File: config.mk
export PLATFORM = sky130hd
export DESIGN_NAME = dtm_bridge
export DESIGN_NICKNAME = d
export VERILOG_FILES = /design/src/rtl/dtm_pkg.sv /design/src/rtl/dtm_scan.sv /design/src/rtl/dtm_core.sv /design/src/rtl/dtm_bridge.sv
export SDC_FILE = /design/constraint.sdc
export NUM_CORES = 1
export LEC_CHECK = 0
export BUFFER_PORTS_ARGS = -buffer_cell sky130_fd_sc_hd__buf_2
export CAP_MARGIN = 30
export CORE_MARGIN = 8
export CORE_UTILIZATION = 55
export CTS_CLUSTER_DIAMETER = 150
export DETAILED_ROUTE_END_ITERATION = 7
export GPL_ROUTABILITY_DRIVEN = 0
export PLACE_DENSITY = 0.78
export SYNTH_ARGS = -nofsm -noshare
export SYNTH_HDL_FRONTEND = slang
export SYNTH_SLANG_ARGS = --single-unit
File: constraint.sdc
create_clock -name clk -period 1.9 [get_ports clk]
set_clock_uncertainty 0.05 [all_clocks]
set_input_delay 0.38 -clock clk [delete_from_list [all_inputs] [get_ports clk]]
set_output_delay 0.38 -clock clk [all_outputs]
set_load 0.05 [all_outputs]
File: src/rtl/dtm_pkg.sv
package dtm_pkg;
  localparam int unsigned DATA_W = 32;
  localparam int unsigned CTL_W  = 32;
  localparam int unsigned CLR_BIT = 16;
  localparam logic [3:0]  CTL_VERSION = 4'd1;

  // scanned op codes
  localparam logic [1:0] OP_READ  = 2'd1;
  localparam logic [1:0] OP_WRITE = 2'd2;

  // status / reply codes
  localparam logic [1:0] ST_OK   = 2'd0;
  localparam logic [1:0] ST_FAIL = 2'd2;
  localparam logic [1:0] ST_BUSY = 2'd3;

  typedef enum logic [1:0] {
    XS_IDLE = 2'd0,
    XS_REQ  = 2'd1,
    XS_RSP  = 2'd2
  } xfer_state_e;

  typedef struct packed {
    logic [1:0]        op;
    logic [DATA_W-1:0] data;
  } fail_info_t;
endpackage

File: src/rtl/dtm_scan.sv
module dtm_scan
  import dtm_pkg::*;
#(
  parameter int unsigned ADDR_W = 7,
  localparam int unsigned SR_W  = ADDR_W + DATA_W + 2
) (
  input  logic            clk,
  input  logic            rst_n,
  input  logic            tap_reset,
  input  logic            sel_dmi,
  input  logic            sel_ctl,
  input  logic            capture_dr,
  input  logic            shift_dr,
  input  logic            tdi,
  input  logic [SR_W-1:0] cap_dmi,
  input  logic [CTL_W-1:0] cap_ctl,
  output logic [SR_W-1:0] sr,
  output logic            tdo
);
  logic [SR_W-1:0] sr_q, sr_d;
  logic            sr_en;

  assign sr_en = tap_reset | ((capture_dr | shift_dr) & (sel_dmi | sel_ctl));

  always_comb begin
    sr_d = sr_q;
    if (tap_reset) begin
      sr_d = '0;
    end else if (capture_dr) begin
      if (sel_dmi)      sr_d = cap_dmi;
      else if (sel_ctl) sr_d = SR_W'(cap_ctl);
    end else if (shift_dr) begin
      if (sel_dmi)      sr_d = {tdi, sr_q[SR_W-1:1]};
      else if (sel_ctl) sr_d[CTL_W-1:0] = {tdi, sr_q[CTL_W-1:1]};
    end
  end

  always_ff @(posedge clk or negedge rst_n) begin
    if (!rst_n)     sr_q <= '0;
    else if (sr_en) sr_q <= sr_d;
  end

  assign sr  = sr_q;
  assign tdo = sr_q[0];
endmodule

File: src/rtl/dtm_core.sv
module dtm_core
  import dtm_pkg::*;
#(
  parameter int unsigned ADDR_W = 7,
  localparam int unsigned SR_W  = ADDR_W + DATA_W + 2
) (
  input  logic              clk,
  input  logic              rst_n,
  input  logic              tap_reset,
  input  logic              upd_dmi,
  input  logic              upd_ctl,
  input  logic [SR_W-1:0]   sr,
  output logic              req_valid,
  input  logic              req_ready,
  output logic              req_write,
  output logic [ADDR_W-1:0] req_addr,
  output logic [DATA_W-1:0] req_data,
  input  logic              rsp_valid,
  output logic              rsp_ready,
  input  logic [DATA_W-1:0] rsp_data,
  input  logic [1:0]        rsp_code,
  output logic [1:0]        stat,
  output logic              pending,
  output logic [DATA_W-1:0] rdata,
  output logic [1:0]        err_op,
  output logic [ADDR_W-1:0] err_addr,
  output logic [DATA_W-1:0] err_data
);
  xfer_state_e       state_q, state_d;
  logic [1:0]        stat_q, stat_d;
  logic              wr_q, wr_d;
  logic [ADDR_W-1:0] addr_q, addr_d;
  logic [DATA_W-1:0] wdata_q, wdata_d;
  logic [DATA_W-1:0] rdata_q, rdata_d;
  logic              rdata_en;
  fail_info_t        fail_q, fail_d;
  logic [ADDR_W-1:0] faddr_q, faddr_d;
  logic              fail_en;

  logic [1:0]        sc_op;
  logic [DATA_W-1:0] sc_data;
  logic [ADDR_W-1:0] sc_addr;

  assign sc_op   = sr[1:0];
  assign sc_data = sr[DATA_W+1:2];
  assign sc_addr = sr[SR_W-1:DATA_W+2];

  always_comb begin
    state_d  = state_q;
    stat_d   = stat_q;
    wr_d     = wr_q;
    addr_d   = addr_q;
    wdata_d  = wdata_q;
    rdata_d  = rdata_q;
    rdata_en = 1'b0;
    fail_d   = fail_q;
    faddr_d  = faddr_q;
    fail_en  = 1'b0;
    if (tap_reset) begin
      state_d  = XS_IDLE;
      stat_d   = ST_OK;
      wr_d     = 1'b0;
      addr_d   = '0;
      wdata_d  = '0;
      rdata_d  = '0;
      rdata_en = 1'b1;
      fail_d   = '0;
      faddr_d  = '0;
      fail_en  = 1'b1;
    end else begin
      unique case (state_q)
        XS_REQ: if (req_ready) state_d = XS_RSP;
        XS_RSP: begin
          if (rsp_valid) begin
            state_d = XS_IDLE;
            if (rsp_code == ST_OK) begin
              if (!wr_q) begin
                rdata_d  = rsp_data;
                rdata_en = 1'b1;
              end
            end else if (stat_q == ST_OK) begin
              stat_d      = (rsp_code == ST_BUSY) ? ST_BUSY : ST_FAIL;
              fail_d.op   = wr_q ? OP_WRITE : OP_READ;
              fail_d.data = wdata_q;
              faddr_d     = addr_q;
              fail_en     = 1'b1;
            end
          end
        end
        default: ;
      endcase

      if (upd_ctl && sr[CLR_BIT]) begin
        stat_d = ST_OK;
      end

      if (upd_dmi && stat_q == ST_OK) begin
        if (state_q != XS_IDLE) begin
          stat_d      = ST_BUSY;
          fail_d.op   = sc_op;
          fail_d.data = sc_data;
          faddr_d     = sc_addr;
          fail_en     = 1'b1;
        end else if (sc_op == OP_READ || sc_op == OP_WRITE) begin
          state_d = XS_REQ;
          wr_d    = (sc_op == OP_WRITE);
          addr_d  = sc_addr;
          wdata_d = sc_data;
        end
      end
    end
  end

  always_ff @(posedge clk or negedge rst_n) begin
    if (!rst_n) begin
      state_q <= XS_IDLE;
      stat_q  <= ST_OK;
      wr_q    <= 1'b0;
      addr_q  <= '0;
      wdata_q <= '0;
    end else begin
      state_q <= state_d;
      stat_q  <= stat_d;
      wr_q    <= wr_d;
      addr_q  <= addr_d;
      wdata_q <= wdata_d;
    end
  end

  always_ff @(posedge clk or negedge rst_n) begin
    if (!rst_n)        rdata_q <= '0;
    else if (rdata_en) rdata_q <= rdata_d;
  end

  always_ff @(posedge clk or negedge rst_n) begin
    if (!rst_n) begin
      fail_q  <= '0;
      faddr_q <= '0;
    end else if (fail_en) begin
      fail_q  <= fail_d;
      faddr_q <= faddr_d;
    end
  end

  assign req_valid = (state_q == XS_REQ);
  assign rsp_ready = (state_q == XS_RSP);
  assign req_write = wr_q;
  assign req_addr  = addr_q;
  assign req_data  = wdata_q;
  assign stat      = stat_q;
  assign pending   = (state_q != XS_IDLE);
  assign rdata     = rdata_q;
  assign err_op    = fail_q.op;
  assign err_addr  = faddr_q;
  assign err_data  = fail_q.data;
endmodule

File: src/rtl/dtm_bridge.sv
module dtm_bridge
  import dtm_pkg::*;
#(
  parameter int unsigned ADDR_W = 7
) (
  input  logic              clk,
  input  logic              rst_n,
  input  logic              tap_reset,
  input  logic              sel_dmi,
  input  logic              sel_ctl,
  input  logic              capture_dr,
  input  logic              shift_dr,
  input  logic              update_dr,
  input  logic              tdi,
  output logic              tdo,
  output logic              req_valid,
  input  logic              req_ready,
  output logic              req_write,
  output logic [ADDR_W-1:0] req_addr,
  output logic [31:0]       req_data,
  input  logic              rsp_valid,
  output logic              rsp_ready,
  input  logic [31:0]       rsp_data,
  input  logic [1:0]        rsp_code,
  output logic [1:0]        err_op,
  output logic [ADDR_W-1:0] err_addr,
  output logic [31:0]       err_data
);
  localparam int unsigned SR_W = ADDR_W + DATA_W + 2;

  logic [SR_W-1:0]   sr_w;
  logic [SR_W-1:0]   cap_dmi_w;
  logic [CTL_W-1:0]  cap_ctl_w;
  logic [1:0]        stat_w;
  logic [1:0]        cap_stat_w;
  logic              pending_w;
  logic [DATA_W-1:0] rdata_w;
  logic              upd_dmi_w, upd_ctl_w;

  assign upd_dmi_w = update_dr & sel_dmi;
  assign upd_ctl_w = update_dr & sel_ctl & ~sel_dmi;

  assign cap_stat_w = (stat_w != ST_OK) ? stat_w : (pending_w ? ST_BUSY : ST_OK);
  assign cap_dmi_w  = {req_addr, rdata_w, cap_stat_w};
  assign cap_ctl_w  = {20'd0, stat_w, 6'(ADDR_W), CTL_VERSION};

  dtm_scan #(.ADDR_W(ADDR_W)) u_scan (
    .clk        (clk),
    .rst_n      (rst_n),
    .tap_reset  (tap_reset),
    .sel_dmi    (sel_dmi),
    .sel_ctl    (sel_ctl),
    .capture_dr (capture_dr),
    .shift_dr   (shift_dr),
    .tdi        (tdi),
    .cap_dmi    (cap_dmi_w),
    .cap_ctl    (cap_ctl_w),
    .sr         (sr_w),
    .tdo        (tdo)
  );

  dtm_core #(.ADDR_W(ADDR_W)) u_core (
    .clk       (clk),
    .rst_n     (rst_n),
    .tap_reset (tap_reset),
    .upd_dmi   (upd_dmi_w),
    .upd_ctl   (upd_ctl_w),
    .sr        (sr_w),
    .req_valid (req_valid),
    .req_ready (req_ready),
    .req_write (req_write),
    .req_addr  (req_addr),
    .req_data  (req_data),
    .rsp_valid (rsp_valid),
    .rsp_ready (rsp_ready),
    .rsp_data  (rsp_data),
    .rsp_code  (rsp_code),
    .stat      (stat_w),
    .pending   (pending_w),
    .rdata     (rdata_w),
    .err_op    (err_op),
    .err_addr  (err_addr),
    .err_data  (err_data)
  );
endmodule

==> results of run 1 <==
-- logic make-up (layout without fill, tap and decap cells) --
family | after synthesis | count (layout) | share of synthesized area, %
fa+ha+maj | 4 | 4 | 0.646
flops | 158 | 158 | 51.0
mux | 12 | 12 | 1.69
compound gates | 313 | 313 | 26.3
simple gates | 207 | 207 | 14.3
buf+inv | 101 | 212 | 6.05
-- flip-flops by register name, indices dropped and copies added (netlist names), 7 cells and up --
signal,flops
u_core.req_addr,7
u_core.err_addr,7
u_core.req_data,32
u_core.rdata,32
u_core.err_data,32
u_scan.sr,41
-- layout make-up --
| cell class | count | area (um2) |
|---|---|---|
| clock buffer | 21 | 460 |
| clock inverter | 10 | 185 |
| fill | 1032 | 4470 |
| inverter | 8 | 30.0 |
| multi-input combinational | 536 | 3370 |
| sequential | 158 | 3960 |
| tap | 180 | 225 |
| timing repair buffer | 173 | 1130 |
-- routing by layer --
| metal | part of all wire, % | wire length, um | up-vias |
|---|---|---|---|
| li1 | - | - | 3177 |
| met1 | 42 | 9600 | 3514 |
| met2 | 47 | 10500 | 384 |
| met3 | 8.7 | 1980 | 42 |
| met4 | 2.5 | 556 | 0 |
| met5 | 0 | 0 | - |
-- cell usage after synthesis (2+ instances only) --
library cell                count  share of area, %
sky130_fd_sc_hd__dfrtp_1      158                51
sky130_fd_sc_hd__nand3_1      109               7.0
sky130_fd_sc_hd__a21oi_1      104               6.7
sky130_fd_sc_hd__o21ai_0       77               5.0
sky130_fd_sc_hd__clkbuf_1      60               2.9
sky130_fd_sc_hd__o31ai_1       28               2.7
sky130_fd_sc_hd__nor2_1        25               1.2
sky130_fd_sc_hd__a22oi_1       24               2.3
sky130_fd_sc_hd__nor3_1        23               1.5
sky130_fd_sc_hd__buf_2         21               1.4
sky130_fd_sc_hd__nand3b_1      21               2.0
sky130_fd_sc_hd__o221a_1       20               2.9
sky130_fd_sc_hd__o21ai_1       17               1.1
sky130_fd_sc_hd__a311oi_1      15               1.7
sky130_fd_sc_hd__nand2b_1      11              0.89
sky130_fd_sc_hd__mux2_1         9               1.3
sky130_fd_sc_hd__buf_6          7               1.0
sky130_fd_sc_hd__inv_1          7              0.34
sky130_fd_sc_hd__a311oi_2       6               1.2
sky130_fd_sc_hd__o22ai_1        6              0.48
sky130_fd_sc_hd__nand2_1        5              0.24
sky130_fd_sc_hd__a22o_1         4              0.45
sky130_fd_sc_hd__ha_1           4              0.65
sky130_fd_sc_hd__buf_4          3              0.29
sky130_fd_sc_hd__mux2i_1        3              0.39
sky130_fd_sc_hd__nor2b_1        3              0.24
sky130_fd_sc_hd__and2_1         2              0.16
sky130_fd_sc_hd__buf_1          2             0.097
sky130_fd_sc_hd__nand4bb_1      2              0.29
-- per-stage QoR --
stage	setup WS, ps	hold WS (ps)
2_1_floorplan	95.6	34.4
3_3_place_gp	14.7	267
3_5_place_dp	-52.6	270
4_1_cts	10.1	134
5_1_grt	9.83	142
6_report	60.7	146
-- worst paths after layout --
kind                              startpoint             endpoint  slack (ps)  depth (start not counted)
max                        u_core.state_q[1]            req_valid          60                          3
min                             rsp_data[20]     u_core.rdata[20]         150                          3
max reg2reg                u_core.state_q[0]  u_core.err_data[22]          90                          5
min reg2reg                 u_core.rdata[13]     u_core.rdata[13]         500                          2
max in group asynchronous              rst_n         u_scan.sr[0]         790                          3
min in group asynchronous              rst_n  u_core.err_data[18]         380                          2
-- worst max-delay path, cell delays in order (launching register included) --
cell	delay [ps]
sky130_fd_sc_hd__dfrtp_1	430
sky130_fd_sc_hd__inv_1	110
sky130_fd_sc_hd__ha_1	220
sky130_fd_sc_hd__buf_4	220
-- power groups by stage --
stage / logic, uW / clock network (uW) / registers (uW)
finish: 637 / 3720 / 3420
global route: 685 / 3900 / 3420
CTS: 632 / 3760 / 3420
detailed placement: 624 / 0 / 3480
global placement: 611 / 0 / 3480
floorplan: 311 / 0 / 3500
-- repair_timing --
action                                 in CTS  in global routing
resized for setup                           1                  1
pin swaps                                   1                  0
gates cloned                                0                  0
buffers inserted                            2                  0
setup endpoints to repair                  20                  1
hold buffers                                1                  0
endpoints found under the hold margin      37                  0
==> impl_metrics.yaml, run 1 <==
flow_run:
  max_cap_viol_count: 0
global_route:
  grt_use_total_pct: 25.0
  grt_pass1_wl_mm: 36.6
  global_route.usage.met3_pct: 4.87
  grt_util_met1_pct: 34.1
  vias_in_the_first_global_route: 6905
  grt_max_degree: 60
  grt-ovfl-total: 0
  grt.busiest_layer: "met2"
  initial_antenna_violation_count: 0
  grtUsageMet2_pct: 38.2
worst_hold_path:
  holdCritPathClass: "in -> reg"
floorplanning:
  dieArea_um2: 18200
  core-area_um2: 13800
  rows: 43
  initial_standard_cell_utilization_of_the_core_pct: 56.1
  io_pins: 129
  chipWidth_um: 135
  die_height_um: 135
cts:
  clkLatencyLatePin_ps: 420
  cts_made_buffers: 17
  cts_max_path_buffers: 2
  clock_tree.root_cell: "sky130_fd_sc_hd__clkbuf_16"
  clock_tree.htree_level_count: 4
  cts_num_sinks: 158
  clkSlewWorstSetupHoldPaths_ps: 60
  tritoncts: "built"
place:
  hpwl_mm: 15.4
  placed_cell_area_um2: 8690
  portBuffers: 128
  placed_cells_incl_taps: 1052
synthesis:
  syn_area_per_cell_um2: 9.75
  share_of_flip_flops_with_an_asynchronous_set_or_reset_after_synthesis_pct: 100
  syn_nets: 844
  ys_warn_count: 0
  synth_edf_count: 0
  mappedNetlistArea_um2: 7750
  synth.ff_latch_count: 158
  syn-instance-count: 795
  synth-main-ff-cell: "sky130_fd_sc_hd__dfrtp_1"
  seq_area_frac_synth_pct: 51.0
  synthDistinctLibCells: 48
pwr:
  p_sw_share_pct: 23.2
  total_power_draw_uw: 7780
  switchingPower_uw: 1800
  clock_power_share_pct: 47.8
  total_leakage_power_uw: 0.00415
  p_seq_share_pct: 44.0
  combinational_power_share_pct: 8.2
  power_report.internal_total_uw: 5980
  ir_drop_worst_vdd_mv: 0.617
  power.density_cell_area_nw_per_um2: 831
setup_path:
  worst-endpoint-arrival_ps: 1410
  path_max_fanout: 4
  crit_required_ps: 1470
  end_kind: "output pin"
  worstSetupPathType: "reg -> out"
  critPathLaunchType: "register"
sta:
  fin_tns_setup_ps: 0
  min_period_ps: 1840
  maxSlewHeadroom_pct: 40.3
  period_share_pct: 96.8
  rsz0062_at_grt: "false"
  slew_violations: 0
  final-setup-viol-count: 0
  clock.fmax_ghz: 0.544
  finalHoldViolations: 0
  max_slew.worst_pin.slew_ps: 894
routing:
  dr_total_vias: 7117
  routedWlPerCell_um: 20.9
  drc: 0
  route.final.wire_length_mm: 22.7
  detail-route-antenna-nets: 0
  detail_route.vias_per_cell: 6.55
  drt_first_pass_iters: 5
  initialDrtViolationCount: 780
cells_and_area:
  flow.area_growth_from_synthesis_pct: 20.8
  layout-drive-gt1-share_pct: 24.4
  finalInstanceArea_um2: 9360
  layout.nets: 943
  finish.utilization_pct: 67.7
  insertedDiodeCount: 0
  post_layout_nonfiller_instances: 1086
  layout_commonest_cell: "sky130_fd_sc_hd__dfrtp_1"
  most-common-layout-cells: "sky130_fd_sc_hd__dfrtp_1, sky130_fd_sc_hd__buf_2, sky130_fd_sc_hd__nand3_1"
outcome:
  outcome: "completed"
Note: power is estimated with default switching activity, not from simulation.
==> inputs of run 2 (changes only) <==
--- a/config.mk
+++ b/config.mk
@@ -5,6 +5,7 @@
 export SDC_FILE = /design/constraint.sdc
 export NUM_CORES = 1
 export LEC_CHECK = 0
+export ABC_AREA = 1
 export BUFFER_PORTS_ARGS = -buffer_cell sky130_fd_sc_hd__buf_2
 export CAP_MARGIN = 30
 export CORE_MARGIN = 8
==> run 2 against run 1 <==
Non-clock buffer count down 7; register-to-register slack improved by 20 ps; first-iteration DRC count rose by 9.7%; synthesized cell count rose by 18%; via count is 1.2% higher; setup slack got worse by 13 ps.
==> impl_metrics.yaml, run 2 <==
outcome:
  outcome: "completed"
routing:
  detail_route.vias_per_cell: 5.76
  initialDrtViolationCount: 856
  highest_layer: "met4"
  routedWlPerCell_um: 17.5
  wl_met3_mm: 2.17
  drc: 0
  dr_total_vias: 7201
  drt_first_pass_iters: 5
  dr_wl_met2_mm: 9.58
  detail-route-antenna-nets: 0
  wire_length_the_detailed_router_placed_on_met1_mm: 9.71
  route.final.wire_length_mm: 21.9
cts:
  clkSlewWorstSetupHoldPaths_ps: 60
  clock_tree.root_cell: "sky130_fd_sc_hd__clkbuf_16"
  cts_made_buffers: 17
  cts_num_sinks: 158
  cts_max_path_buffers: 2
  tritoncts: "built"
  clock_tree.htree_level_count: 4
  clkLatencyLatePin_ps: 430
sta:
  max_slew.worst_pin.slew_ps: 667
  maxSlewHeadroom_pct: 55.6
  fin_tns_setup_ps: 0
  period_share_pct: 97.5
  rsz0062_at_grt: "true"
  slew_violations: 0
  min_period_ps: 1850
  finalHoldViolations: 0
  final-setup-viol-count: 0
  clock.fmax_ghz: 0.540
place:
  hpwl_mm: 15.0
  portBuffers: 128
  placed_cells_incl_taps: 1217
  placed_cell_area_um2: 8560
cells_and_area:
  layout.nets: 1108
  largest_register_ffs: 41
  finalInstanceArea_um2: 9250
  most-common-layout-cells: "sky130_fd_sc_hd__nand2_1, sky130_fd_sc_hd__nand3_1, sky130_fd_sc_hd__dfrtp_1"
  finish.utilization_pct: 67.2
  insertedDiodeCount: 0
  post_layout_nonfiller_instances: 1251
  flow.area_growth_from_synthesis_pct: 20.5
  layout_commonest_cell: "sky130_fd_sc_hd__nand2_1"
  fillcell_total: 1192
  layout-drive-gt1-share_pct: 19.8
setup_path:
  worstSetupPathType: "reg -> out"
  crit_required_ps: 1470
  end_kind: "output pin"
  critPathSlowestCell: "sky130_fd_sc_hd__dfrtp_1"
  critPathLaunchType: "register"
  worst_r2r_path_depth: 9
  worst_path_dominant_cell_family: "flip-flops"
  path_max_fanout: 3
  regToRegEndpoint: "u_core.err_data[26]"
  r2r_setup_slack_ps: 110
  cpPeakStageDelay_ps: 400
  critical_register_to_register_path_startpoint: "u_core.state_q[0]"
  worstPathCellList: "inv_1, ha_1, clkbuf_4"
  critical_path.n_buffers_inverters: 2
  crit_start: "u_core.state_q[1]"
  worst-endpoint-arrival_ps: 1420
pwr:
  power.density_cell_area_nw_per_um2: 861
  power_report.internal_total_uw: 5950
  p_seq_share_pct: 44.8
  total_leakage_power_uw: 0.00483
  ir_drop_worst_vdd_mv: 0.666
  p_sw_share_pct: 25.4
  combinational_power_share_pct: 10.6
  total_power_draw_uw: 7970
  switchingPower_uw: 2020
  clock_power_share_pct: 44.6
worst_hold_path:
  holdPathStages: 3
  holdCritPathClass: "in -> reg"
  hp-start: "rsp_data[29]"
  holdPathEnd: "u_core.rdata[29]"
synthesis:
  synth_top_area_share_pct: 51.5
  seq_area_frac_synth_pct: 51.5
  yosys.area.top_type: "sky130_fd_sc_hd__dfrtp_1"
  post-synth-top-count-cell: "sky130_fd_sc_hd__nand2_1"
  mappedNetlistArea_um2: 7680
  syn_area_per_cell_um2: 8.15
  share_of_flip_flops_with_an_asynchronous_set_or_reset_after_synthesis_pct: 100
  synth.ff_latch_count: 158
  synthDistinctLibCells: 30
  post_synth_most_frequent_cells: "sky130_fd_sc_hd__nand2_1, sky130_fd_sc_hd__nand3_1, sky130_fd_sc_hd__dfrtp_1, sky130_fd_sc_hd__inv_1, sky130_fd_sc_hd__o21ai_0"
  syn-instance-count: 942
  yosys-top-cells-area: "sky130_fd_sc_hd__dfrtp_1, sky130_fd_sc_hd__nand3_1, sky130_fd_sc_hd__nand2_1"
  synth-main-ff-cell: "sky130_fd_sc_hd__dfrtp_1"
  synth_edf_count: 0
  ys_warn_count: 0
  syn_nets: 991
floorplanning:
  dieArea_um2: 18000
  die_height_um: 134
  chipWidth_um: 134
  initial_standard_cell_utilization_of_the_core_pct: 55.8
  core-area_um2: 13800
  io_pins: 129
  rows: 43
global_route:
  grt_max_degree: 116
  grt-ovfl-total: 0
  grt_use_total_pct: 24.7
  vias_in_the_first_global_route: 6796
  grt_pass1_wl_mm: 35.7
  initial_antenna_violation_count: 0
flow_run:
  max_cap_viol_count: 0
## run 2: cell families (layout without fill, tap and decap cells)
family                   after synthesis  count (layout)  synth area share, %
AND/OR/NAND/NOR                      456             456                 25.9
flip-flops                           158             158                 51.5
buffers and inverters                150             279                 8.31
adder cells (fa/ha/maj)                4               4                0.652
AO/OA/AOI/OAI                        174             174                 13.6
## run 2: worst register-to-register path, cell delays in order (launching register included)
cell,delay [ps]
sky130_fd_sc_hd__dfrtp_1,390
sky130_fd_sc_hd__inv_1,90
sky130_fd_sc_hd__ha_2,180
sky130_fd_sc_hd__nand2_1,120
sky130_fd_sc_hd__nor2_2,190
sky130_fd_sc_hd__nand3_1,110
sky130_fd_sc_hd__nand3_2,130
sky130_fd_sc_hd__buf_6,250
sky130_fd_sc_hd__nand3_1,140
sky130_fd_sc_hd__nand2_1,80
## run 2: through the flow
step | setup WS, ps | hold WS (ps)
2_1_floorplan | 21.3 | 34.4
3_3_place_gp | 78.3 | 427
3_5_place_dp | -11.3 | 436
4_1_cts | 5.85 | 126
5_1_grt | -3.99 | 132
6_report | 48.0 | 135
## run 2: metal layers
layer	up-vias	GRT usage, %
met1	3406	35.5
met5	-	0
met4	0	9.42
met3	37	6.17
met2	351	35.0
li1	3407	-
## run 2: cell type report
class                      instances  area (um2)  area share, %
clock buffer                      20         447           4.83
clock inverter                    11         166           1.80
inverter                          82         310           3.35
multi-input combinational        634        3100           33.5
sequential                       158        3960           42.7
tap                              180         225           2.43
timing repair buffer             166        1040           11.3
## run 2: what timing repair did
action | 4_1_cts | 5_1_grt
cloned | 0 | 2
endpoints found under the setup margin | 2 | 28
hold buffers | 1 | 0
resized for setup | 2 | 3
setup buffers | 0 | 0
endpoints found under the hold margin | 46 | 0
pin swaps | 0 | 0
## run 2: worst max path at each step
stage	slack, ps	depth (start not counted)	to
2_1_floorplan	20	10	u_core.req_data[24]
3_3_place_gp	80	9	u_core.err_op[0]
3_5_place_dp	-10	9	u_core.err_data[20]
4_1_cts	6	3	req_valid
5_1_grt	-4	9	u_core.rdata[11]
6_report	50	3	req_valid
## run 2: power groups by stage
stage | Combinational [uW] | Clock (uW) | Sequential [uW]
3_5_place_dp | 820 | 0 | 3630
4_1_cts | 827 | 3580 | 3570
2_1_floorplan | 419 | 0 | 3700
5_1_grt | 932 | 3720 | 3580
3_3_place_gp | 809 | 0 | 3620
6_report | 845 | 3550 | 3570
